<file path="config.mk">
export PLATFORM = sky130hd
export DESIGN_NAME = i2cmem_slave
export DESIGN_NICKNAME = d
export VERILOG_FILES = /design/src/rtl/i2cmem_pkg.sv /design/src/rtl/i2cmem_sync.sv /design/src/rtl/i2cmem_edges.sv /design/src/rtl/i2cmem_array.sv /design/src/rtl/i2cmem_slave.sv
export SDC_FILE = /design/constraint.sdc
export NUM_CORES = 2
export LEC_CHECK = 0
export BUFFER_PORTS_ARGS = -buffer_cell sky130_fd_sc_hd__buf_2
export CORE_AREA = 2 2 301 601
export CTS_CLUSTER_DIAMETER = 80
export DETAILED_ROUTE_END_ITERATION = 10
export DIE_AREA = 0 0 303 603
export PLACE_DENSITY_LB_ADDON = 0.2
export SETUP_SLACK_MARGIN = 0.3
export SKIP_CTS_REPAIR_TIMING = 1
export SYNTH_ARGS = -nofsm -noshare
export SYNTH_HDL_FRONTEND = slang
export SYNTH_HIERARCHICAL = 1
export SYNTH_SLANG_ARGS = --single-unit
</file>
<file path="constraint.sdc">
create_clock -name clk -period 3.3 [get_ports clk]
set_input_delay 0.165 -clock clk [delete_from_list [all_inputs] [get_ports clk]]
set_output_delay 0.165 -clock clk [all_outputs]
set_load 0.005 [all_outputs]
</file>
<file path="src/rtl/i2cmem_pkg.sv">
package i2cmem_pkg;

    localparam logic [3:0] BITS_PER_BYTE = 4'd8;

    typedef enum logic [3:0] {
        PH_IDLE,
        PH_DEV,
        PH_DEV_ACK,
        PH_WADDR,
        PH_WADDR_ACK,
        PH_WDATA,
        PH_WDATA_ACK,
        PH_TX,
        PH_MACK,
        PH_HOLD
    } phase_e;

    typedef struct packed {
        phase_e     phase;
        logic [3:0] cnt;
        logic [7:0] shreg;
        logic [7:0] tx;
        logic       oe;
        logic       rd;
        logic       mnack;
    } ctrl_t;

endpackage

</file>
<file path="src/rtl/i2cmem_sync.sv">
module i2cmem_sync #(
    parameter int   STAGES  = 2,
    parameter logic RST_VAL = 1'b1
) (
    input  logic clk,
    input  logic rst_n,
    input  logic d,
    output logic q
);
    logic [STAGES-1:0] chain_q;

    always_ff @(posedge clk or negedge rst_n) begin
        if (!rst_n) begin
            chain_q <= {STAGES{RST_VAL}};
        end else begin
            chain_q <= {chain_q[STAGES-2:0], d};
        end
    end

    assign q = chain_q[STAGES-1];
endmodule

</file>
<file path="src/rtl/i2cmem_edges.sv">
module i2cmem_edges (
    input  logic clk,
    input  logic rst_n,
    input  logic scl_s,
    input  logic sda_s,
    output logic scl_rise,
    output logic scl_fall,
    output logic bus_start,
    output logic bus_stop
);
    logic scl_q;
    logic sda_q;

    always_ff @(posedge clk or negedge rst_n) begin
        if (!rst_n) begin
            scl_q <= 1'b1;
            sda_q <= 1'b1;
        end else begin
            scl_q <= scl_s;
            sda_q <= sda_s;
        end
    end

    assign scl_rise  = scl_s & ~scl_q;
    assign scl_fall  = ~scl_s & scl_q;
    assign bus_start = scl_s & scl_q & sda_q & ~sda_s;
    assign bus_stop  = scl_s & scl_q & ~sda_q & sda_s;
endmodule

</file>
<file path="src/rtl/i2cmem_array.sv">
module i2cmem_array #(
    parameter int ADDR_W = 8,
    parameter int DATA_W = 8
) (
    input  logic              clk,
    input  logic              rst_n,
    input  logic              we,
    input  logic [ADDR_W-1:0] waddr,
    input  logic [DATA_W-1:0] wdata,
    input  logic [ADDR_W-1:0] raddr,
    output logic [DATA_W-1:0] rdata
);
    localparam int DEPTH = 1 << ADDR_W;

    logic [DATA_W-1:0] mem_q [DEPTH];

    always_ff @(posedge clk or negedge rst_n) begin
        if (!rst_n) begin
            for (int i = 0; i < DEPTH; i++) begin
                mem_q[i] <= '0;
            end
        end else if (we) begin
            mem_q[waddr] <= wdata;
        end
    end

    assign rdata = mem_q[raddr];

    // a store never takes an undefined byte or address
    a_r6_write_known: assert property (@(posedge clk) disable iff (!rst_n)
        we |-> (!$isunknown(wdata) && !$isunknown(waddr)));
endmodule

</file>
<file path="src/rtl/i2cmem_slave.sv">
module i2cmem_slave #(
    parameter logic [6:0] DEV_ADDR    = 7'h50,
    parameter int         ADDR_W      = 8,
    parameter int         SYNC_STAGES = 2
) (
    input  logic clk,
    input  logic rst_n,
    input  logic scl_i,
    input  logic sda_i,
    output logic sda_oe
);
    import i2cmem_pkg::*;

    localparam int                DATA_W   = 8;
    localparam int                N_LINES  = 2;
    localparam logic [ADDR_W-1:0] PTR_STEP = {{(ADDR_W-1){1'b0}}, 1'b1};

    logic [N_LINES-1:0] raw_lines;
    logic [N_LINES-1:0] syn_lines;
    logic scl_s, sda_s;
    logic scl_rise, scl_fall, bus_start, bus_stop;

    assign raw_lines = {scl_i, sda_i};

    for (genvar g = 0; g < N_LINES; g++) begin : g_sync
        i2cmem_sync #(.STAGES(SYNC_STAGES), .RST_VAL(1'b1)) u_sync (
            .clk   (clk),
            .rst_n (rst_n),
            .d     (raw_lines[g]),
            .q     (syn_lines[g])
        );
    end

    assign scl_s = syn_lines[1];
    assign sda_s = syn_lines[0];

    i2cmem_edges u_edges (
        .clk       (clk),
        .rst_n     (rst_n),
        .scl_s     (scl_s),
        .sda_s     (sda_s),
        .scl_rise  (scl_rise),
        .scl_fall  (scl_fall),
        .bus_start (bus_start),
        .bus_stop  (bus_stop)
    );

    ctrl_t             c_d, c_q;
    logic [ADDR_W-1:0] ptr_d, ptr_q;
    logic              mem_we;
    logic [DATA_W-1:0] mem_rdata;

    i2cmem_array #(.ADDR_W(ADDR_W), .DATA_W(DATA_W)) u_array (
        .clk   (clk),
        .rst_n (rst_n),
        .we    (mem_we),
        .waddr (ptr_q),
        .wdata (c_q.shreg),
        .raddr (ptr_q),
        .rdata (mem_rdata)
    );

    always_comb begin
        c_d    = c_q;
        ptr_d  = ptr_q;
        mem_we = 1'b0;
        if (bus_start) begin
            c_d.phase = PH_DEV;
            c_d.cnt   = '0;
            c_d.oe    = 1'b0;
        end else if (bus_stop) begin
            c_d.phase = PH_IDLE;
            c_d.cnt   = '0;
            c_d.oe    = 1'b0;
        end else begin
            case (c_q.phase)
                PH_DEV, PH_WADDR, PH_WDATA: begin
                    if (scl_rise && c_q.cnt < BITS_PER_BYTE) begin
                        c_d.shreg = {c_q.shreg[6:0], sda_s};
                        c_d.cnt   = c_q.cnt + 4'd1;
                    end else if (scl_fall && c_q.cnt == BITS_PER_BYTE) begin
                        c_d.cnt = '0;
                        if (c_q.phase == PH_DEV) begin
                            if (c_q.shreg[7:1] == DEV_ADDR) begin
                                c_d.rd    = c_q.shreg[0];
                                c_d.oe    = 1'b1;
                                c_d.phase = PH_DEV_ACK;
                            end else begin
                                c_d.phase = PH_HOLD;
                            end
                        end else if (c_q.phase == PH_WADDR) begin
                            ptr_d     = c_q.shreg[ADDR_W-1:0];
                            c_d.oe    = 1'b1;
                            c_d.phase = PH_WADDR_ACK;
                        end else begin
                            mem_we    = 1'b1;
                            ptr_d     = ptr_q + PTR_STEP;
                            c_d.oe    = 1'b1;
                            c_d.phase = PH_WDATA_ACK;
                        end
                    end
                end
                PH_DEV_ACK, PH_WADDR_ACK, PH_WDATA_ACK: begin
                    if (scl_fall) begin
                        c_d.oe  = 1'b0;
                        c_d.cnt = '0;
                        if (c_q.phase == PH_DEV_ACK && c_q.rd) begin
                            c_d.tx    = mem_rdata;
                            c_d.oe    = ~mem_rdata[7];
                            c_d.phase = PH_TX;
                        end else if (c_q.phase == PH_DEV_ACK) begin
                            c_d.phase = PH_WADDR;
                        end else begin
                            c_d.phase = PH_WDATA;
                        end
                    end
                end
                PH_TX: begin
                    if (scl_rise && c_q.cnt < BITS_PER_BYTE) begin
                        c_d.cnt = c_q.cnt + 4'd1;
                    end else if (scl_fall) begin
                        if (c_q.cnt == BITS_PER_BYTE) begin
                            c_d.oe    = 1'b0;
                            c_d.cnt   = '0;
                            ptr_d     = ptr_q + PTR_STEP;
                            c_d.phase = PH_MACK;
                        end else begin
                            c_d.tx = {c_q.tx[6:0], 1'b0};
                            c_d.oe = ~c_q.tx[6];
                        end
                    end
                end
                PH_MACK: begin
                    if (scl_rise) begin
                        c_d.mnack = sda_s;
                    end else if (scl_fall) begin
                        if (!c_q.mnack) begin
                            c_d.tx    = mem_rdata;
                            c_d.oe    = ~mem_rdata[7];
                            c_d.cnt   = '0;
                            c_d.phase = PH_TX;
                        end else begin
                            c_d.phase = PH_HOLD;
                        end
                    end
                end
                default: begin
                end
            endcase
        end
    end

    always_ff @(posedge clk or negedge rst_n) begin
        if (!rst_n) begin
            c_q.phase <= PH_IDLE;
            c_q.cnt   <= '0;
            c_q.shreg <= '0;
            c_q.tx    <= '0;
            c_q.oe    <= 1'b0;
            c_q.rd    <= 1'b0;
            c_q.mnack <= 1'b1;
            ptr_q     <= '0;
        end else begin
            c_q   <= c_d;
            ptr_q <= ptr_d;
        end
    end

    assign sda_oe = c_q.oe;

    // the SDA drive only changes after SCL was seen low
    a_r8_oe_moves_scl_low: assert property (@(posedge clk) disable iff (!rst_n)
        !$stable(c_q.oe) |-> !$past(scl_s));

    // an idle slave never holds the line
    a_r3_idle_released: assert property (@(posedge clk) disable iff (!rst_n)
        (c_q.phase == PH_IDLE) |-> !sda_oe);

    // an acknowledge starts only after a full eight-bit byte
    a_r4_ack_after_byte: assert property (@(posedge clk) disable iff (!rst_n)
        ($rose(c_q.oe) && c_q.phase != PH_TX && c_q.phase != PH_MACK)
            |-> ($past(c_q.cnt) == BITS_PER_BYTE));

    // the silent hold after a read is entered only on a master NACK
    a_r9_hold_on_nack: assert property (@(posedge clk) disable iff (!rst_n)
        (c_q.phase == PH_HOLD && $past(c_q.phase) == PH_MACK) |-> $past(c_q.mnack));

    // each byte sent moves the pointer by exactly one, modulo the depth
    a_r7_ptr_step: assert property (@(posedge clk) disable iff (!rst_n)
        ($past(c_q.phase) == PH_TX && c_q.phase == PH_MACK)
            |-> (ptr_q == $past(ptr_q) + PTR_STEP));
endmodule

</file>
Word level (Yosys, flattened, before mapping)
Index checks and enable logic that the tools add are counted.
{"block": "op_classes", "n_div": 0, "reduce_logical": 17, "n_lt_le_gt_ge": 3, "eq_ne": 35, "bitwise_logic": 17, "shift": 0, "n_addsub": 2, "n_mul": 0, "n_mux": 59}
{"op": "bitwise mux 2048 bit", "count": 1}
{"op": "two-way mux 8 bit", "count": 25}
{"op": "binary-select mux 8 bit (select 8 bit)", "count": 1}
{"op": "demux 8 bit (select 8 bit)", "count": 1}
{"op": "two-way mux 4 bit", "count": 9}
{"op": "!= test 4 bit, second input constant", "count": 9}
{"op": "case mux 8 bit (4 select lines)", "count": 1}
{"op": "!= test 2 bit, second input constant", "count": 12}
{"op": "case mux 7 bit (3 select lines)", "count": 1}
{"op": "!= test 5 bit, second input constant", "count": 4}
{"op": "AND reduction 9 bit", "count": 2}
{"op": "== test 4 x 3 -> 1 bit, second input constant", "count": 4}
{"op": "case mux 8 bit (2 select lines)", "count": 1}
{"op": "two-way mux 1 bit", "count": 12}
{"op": "AND reduction 11 bit", "count": 1}
{"op": "AND reduction 10 bit", "count": 1}
{"op": "greater-or-equal comparator 9 bit, second input constant", "count": 1}
{"op": "< comparator 9 x 1 -> 1 bit, second input constant", "count": 1}
{"op": "inverter 1 bit", "count": 9}
{"op": "inverter 8 -> 9 bit", "count": 1}
{"op": "adder 8 x 1 -> 8 bit, second input constant", "count": 1}
{"op": "== test 4 x 2 -> 1 bit, second input constant", "count": 2}
{"op": "== test 4 bit, second input constant", "count": 2}
{"op": "two-way mux 2 bit", "count": 4}
{"op": "other kinds (16)", "count": 27}
{"block": "totals", "ramBits": 0, "mem_bits_ro": 0, "inputBits": 4, "word_cells": 401, "latchBits": 0, "regBits": 2088, "out_inout_bits": 1, "n_memories": 0}

Logic depth before layout (Yosys ltp)
{"block": "logic_depth", "word_depth": 11, "mapped_depth": 16, "mapped_depth_nobuf": 11}

By module
Netlist, hierarchy kept.
{"mod": "i2cmem_array", "cells_per_inst": 6065, "instances": 1, "seq_area_each_um2": 51249.2, "area_each_um2": 93385.8}
{"mod": "i2cmem_slave", "cells_per_inst": 219, "instances": 1, "seq_area_each_um2": 852.1, "area_each_um2": 2078.2}
{"mod": "i2cmem_sync", "cells_per_inst": 2, "instances": 2, "seq_area_each_um2": 52.6, "area_each_um2": 52.6}
{"mod": "i2cmem_edges", "cells_per_inst": 6, "instances": 1, "seq_area_each_um2": 52.6, "area_each_um2": 85.1}

Least setup slack after synthesis
OpenSTA, ideal clock, no wires.
{"block": "synth_timing", "path_type": "flip-flop to flip-flop", "start": "reg g_sync[0].u_sync.chain_q[1]", "end": "reg u_array/mem_q[1408] (netlist name)", "path_buffers": 3, "t_arrival_ns": 3.103, "required_time_ns": 3.175, "path_slack_ns": 0.072, "path_stages_with_launch": 12, "path_cell_list": "dfstp_2 > and4b_1 > nor2_2 > nand3_1 > nor4_1 > clkbuf_1 > and3_1 > clkbuf_1 > nand3_1 > clkbuf_1 > nor2_1 > mux2_2"}
{"block": "synth_via", "elab_chain_cells": 3, "word_cells_on_any_way": 5, "cone_classes": "mux: 2; bitwise: 3"}
{"item": "from (decl)", "line_no": "i2cmem_sync.sv:10", "source": "logic [STAGES-1:0] chain_q;"}
{"item": "from (signal assigned)", "line_no": "i2cmem_sync.sv:14", "source": "chain_q <= {STAGES{RST_VAL}};"}
{"item": "from (signal assigned)", "line_no": "i2cmem_sync.sv:16", "source": "chain_q <= {chain_q[STAGES-2:0], d};"}
{"item": "inverter 1 bit", "line_no": "i2cmem_edges.sv:26", "source": "assign bus_start = scl_s & scl_q & sda_q & ~sda_s;"}
{"item": "AND 1 bit", "line_no": "i2cmem_edges.sv:26"}
{"item": "named net bus_start", "line_no": "i2cmem_slave.sv:21", "source": "logic scl_rise, scl_fall, bus_start, bus_stop;"}
{"item": "two-way mux 1 bit", "line_no": "i2cmem_slave.sv:67", "source": "if (bus_start) begin"}
{"item": "named net mem_we", "line_no": "i2cmem_slave.sv:50", "source": "logic mem_we;"}
{"item": "to (signal, indexed assignment)", "line_no": "i2cmem_array.sv:23", "source": "mem_q[waddr] <= wdata;"}
{"item": "to (decl)", "line_no": "i2cmem_array.sv:15", "source": "logic [DATA_W-1:0] mem_q [DEPTH];"}
The timed path passes the listed nets, and every way through them passes these cells.
A chain may end at the register's enable or synchronous reset.

Worst setup path after layout
{"block": "layout_timing", "start": "reg ptr_q[0]", "end": "reg c_q[6] (netlist name)"}
{"block": "layout_via", "elab_chain_cells": 8, "word_cells_on_any_way": 10, "cone_classes": "mux: 9; bitwise: 1"}
{"item": "from (decl)", "line_no": "i2cmem_slave.sv:49", "source": "logic [ADDR_W-1:0] ptr_d, ptr_q;"}
{"item": "from (signal assigned)", "line_no": "i2cmem_slave.sv:165", "source": "ptr_q <= ptr_d;"}
{"item": "inverter 8 -> 9 bit (implied by the code) *", "line_no": "i2cmem_array.sv:27", "source": "assign rdata = mem_q[raddr];"}
{"item": "binary-select mux 8 bit (select 8 bit) *", "line_no": "i2cmem_array.sv:27"}
{"item": "two-way mux 8 bit (implied by the code) * (2 in a row)", "line_no": "i2cmem_array.sv:27"}
{"item": "named net mem_rdata[3]", "line_no": "i2cmem_slave.sv:51", "source": "logic [DATA_W-1:0] mem_rdata;"}
{"item": "two-way mux 8 bit", "line_no": "i2cmem_slave.sv:137", "source": "if (!c_q.mnack) begin"}
{"item": "two-way mux 8 bit", "line_no": "i2cmem_slave.sv:136", "source": "end else if (scl_fall) begin"}
{"item": "two-way mux 8 bit", "line_no": "i2cmem_slave.sv:134", "source": "if (scl_rise) begin"}
{"item": "case mux 7 bit (3 select lines) *", "line_no": "i2cmem_slave.sv:76", "source": "case (c_q.phase)"}
{"item": "to (decl)", "line_no": "i2cmem_slave.sv:48", "source": "ctrl_t c_d, c_q;"}
Mark *: on every way through the listed nets, which the timed path passes. The rest lies on a longest branch. The select of a mux whose other input is x is not followed.

==> results by group <==
STA
  • Max Fclk: 292 MHz
  • Final worst slack: -0.123 ns
  • Worst slew margin: 0.109
  • Final Hold Fails: 0
  • Final setup fails: 8
  • Setup TNS: -0.519 ns
  • Ratio of final minimum period to clock period: 1.04
  • Final-report max-slew violation count: 0
  • RSZ-0062 raised after global routing: true
  • Worst-Margin Slew: 1.34 ns
  • Tmin final: 3.42 ns
  • Final Skew: 0.0501 ns

GRT
  • Total global routing overflow: 0
  • Overall Global Routing Usage: 0.311
  • First-pass GRT wire length: ~420000 um
  • Initial antenna violation count: 3
  • Vias in the first global route: 64200
  • Largest net degree at the start of global routing: 220

Run status
  • Failing checks: design-rule violations, negative setup slack
  • Outcome: complete, but fails checks

Flow run
  • Max cap viols: 0

Power and ir drop
  • Logic pwr share: 0.083
  • Static leakage power: 53.2 nW
  • Pwr per Cell Area: 465 nW/um^2
  • VDD IR max: approximately 0.6 mV
  • Sequential Power Share: 0.492
  • Sw Pwr: between 0.01 and 0.015 W
  • Pint: between 0.03 and 0.04 W
  • Sw frac: 0.261
  • Clock Power Share: 0.425

Floorplanning
  • Die height: 603 um
  • Die width: between 300 and 400 um
  • Core area: 178000 sq um
  • Die area: 183000 sq um
  • # IOs: 5
  • Initial core utilization: 0.538
  • Row cnt: 219

Clocking
  • CTS tree: done
  • Sink Count: 2088
  • Clk pin slew, worst setup/hold paths: 0.07 ns
  • Clock buffer depth: 4
  • Clock Latency Late Sink: roughly 0.83 ns
  • CTS Root Cell: clkbuf_16
  • H-tree depth: 4
  • Cts bufs inserted: 188

Cells and area
  • Final cell count without fillers: 9382
  • Layout Nets: 6931
  • P&R area growth vs syn: 19.3%
  • Layout cell share with drive strength beyond 1: 0.564

Worst setup path
  • Critical Path Stages: 11
  • Cell Chain, Critical Path: buf_16, buf_8, mux4_2, a22oi_1, a21oi_1, nor3_2, buf_4, nand2_1, and3_1, a22o_1, mux2_4
  • Setup CP Type: reg -> reg
  • Slowest-stage cell, CP: mux4_2
  • Family with the most delay on the worst path: compound AO/OA/AOI/OAI gates
  • CP max stage delay: between 0.5 and 0.6 ns
  • R2r worst-path depth: 11
  • CP Data Required Time: approximately 4 ns
  • Buf+Inv Stages, Crit Path: 3
  • Worst Path Arrival: a little over 4 ns
  • Register-to-register setup slack: -0.12 ns
  • CP Capture Type: register
  • CP max FO: 15
  • Startpoint types: register

Place
  • RD Place Congestion: 0.950
  • Post-Place Cells: approximately 8900
  • Number of buffers added on ports: 4
  • DP Wirelength: 195000 um

Synth
  • Yosys warning count: 6
  • Synth cell types: 71
  • Seq/Total Area, Yosys: 0.546
  • Top cells by area, synth: dfrtp_1 54%, mux2_2 24%, mux4_2 10%
  • Post-Synthesis Cells: 6294
  • Synth top area share: 0.544
  • Synth Cell Area: 95700 sq um
  • Avg Cell Area, Syn: 15.2 sq um
  • EDFF count, synth: 0
  • Async SR Flop Fraction: 1.00
  • Main flop type after synthesis: dfrtp_1
  • Yosys top cell by area: dfrtp_1
  • Syn nets: 6301
  • Seq cells post-synth: ~2100

Route
  • Routed Antenna Nets: 0
  • Routed vias: 59100
  • Via-to-Cell Ratio: around 6.3
  • Iter 0 DRT Violations: 4380
  • DR pass1 iterations: 8
  • Remaining DRCs: 4
  • Wirelength per Cell: ~30 um
  • Post-Route WL: between 200000 and 300000 um

Min path
  • Worst hold-check path type: in -> async
## area by class of cell
type	count	area, sq um
fillers	12700	63700
flip-flops and latches	2088	52300
multi-input cells	3719	42400
repair buffers	909	10200
clock buffers	277	5600
well taps	2320	2900
clock inverters	49	612
inverters	18	67.6
diodes	2	5.00
## cell usage after synthesis, drive strengths merged, types with 5 or more instances
master and count:
and2 11, o31ai 5, inv 17, nand2 173, nor3 28, mux2i 154, nand3 33, mux2 2066
nand4 8, clkbuf 325, a22oi 161, o22ai 36, o221ai 35, a21oi 126, or2 6, a31oi 8
nand2b 19, o21ai 41, and3 11, buf 145, a221oi 12, mux4 443, nor2b 27, nor2 219
nor4 20, a22o 21, dfrtp 2081, dfstp 7
## power groups by stage
stage	Sequential (W)	Combinational (W)	Clock, W
after floorplan	0.0262	0.00233	0
after global placement	0.0266	0.00425	0
after detailed placement	0.0266	0.00434	0
after CTS	0.0261	0.00435	0.0229
after global routing	0.0261	0.00474	0.0239
final	0.0261	0.00441	0.0226
## state kept, by name (all words and copies together), names as in the netlist
name and flops:
u_array/mem_q 2048, ptr_q 8, c_q 25, u_edges/scl_q 1
sda_oe 1, u_edges/sda_q 1, g_sync.u_sync/chain_q 4
## stage by stage
step	hold slack, ns	worst slack [ns]	instance area [sq um]	power [W]	utilization
6_report	0.0806	-0.123	114000	0.0531	0.642
3_3_place_gp	0.0948	-0.608	105000	0.0308	0.591
4_1_cts	-0.786	-0.640	111000	0.0534	0.625
5_1_grt	0.0767	-0.124	114000	0.0547	0.642
2_1_floorplan	-0.131	0.298	95900	0.0286	-
3_5_place_dp	0.0952	-0.590	105000	0.0309	0.591
## worst min-delay path, cell delays in order
cell           delay [ns]
dlygate4sd3_1        0.57
buf_12               0.24
buf_16               0.26
## routing by layer
| metal | share of wire | up-vias | track usage |
|---|---|---|---|
| met3 | 0.039 | 817 | 0.0360 |
| met5 | 0 | - | 0 |
| li1 | - | 24700 | - |
| met2 | 0.52 | 1735 | 0.544 |
| met4 | 0.098 | 0 | 0.252 |
| met1 | 0.34 | 31800 | 0.338 |
## logic make-up after synthesis
kind of cell | synth area share
mux | 0.364
flops | 0.546
simple gates | 0.0286
buf+inv | 0.0265
compound gates | 0.0342
fa+ha+maj | 0.000392
## worst paths after layout
path / start / to
min in group clk: scl_i / g_sync[1].u_sync/chain_q[0]
worst min-delay path: rst_n / u_array/mem_q[486]
worst min register to register: g_sync[1].u_sync/chain_q[0] / g_sync[1].u_sync/chain_q[1]
max in group asynchronous: rst_n / u_array/mem_q[1042]
worst max register to register: ptr_q[0] / c_q[6]
worst max-delay path: ptr_q[0] / c_q[6]
## cells in the final DEF, fill, tap and decap left out, drive strengths merged, types with 6 or more instances in the layout
| cell type | netlist | final |
|---|---|---|
| a21oi | 126 | 126 |
| a221oi | 12 | 12 |
| a22o | 21 | 21 |
| a22oi | 161 | 161 |
| a31oi | 8 | 8 |
| and2 | 11 | 11 |
| and3 | 11 | 11 |
| buf | 145 | 894 |
| bufinv | 0 | 14 |
| clkbuf | 325 | 289 |
| clkinv | 1 | 30 |
| dfrtp | 2081 | 2081 |
| dfstp | 7 | 7 |
| inv | 17 | 18 |
| mux2 | 2066 | 2066 |
| mux2i | 154 | 154 |
| mux4 | 443 | 443 |
| nand2 | 173 | 173 |
| nand2b | 19 | 19 |
| nand3 | 33 | 33 |
| nand4 | 8 | 8 |
| nor2 | 219 | 219 |
| nor2b | 27 | 28 |
| nor3 | 28 | 28 |
| nor4 | 20 | 20 |
| o21ai | 41 | 41 |
| o221ai | 35 | 35 |
| o22ai | 36 | 36 |
| or2 | 6 | 6 |
Note: power is estimated with default switching activity, not from simulation.
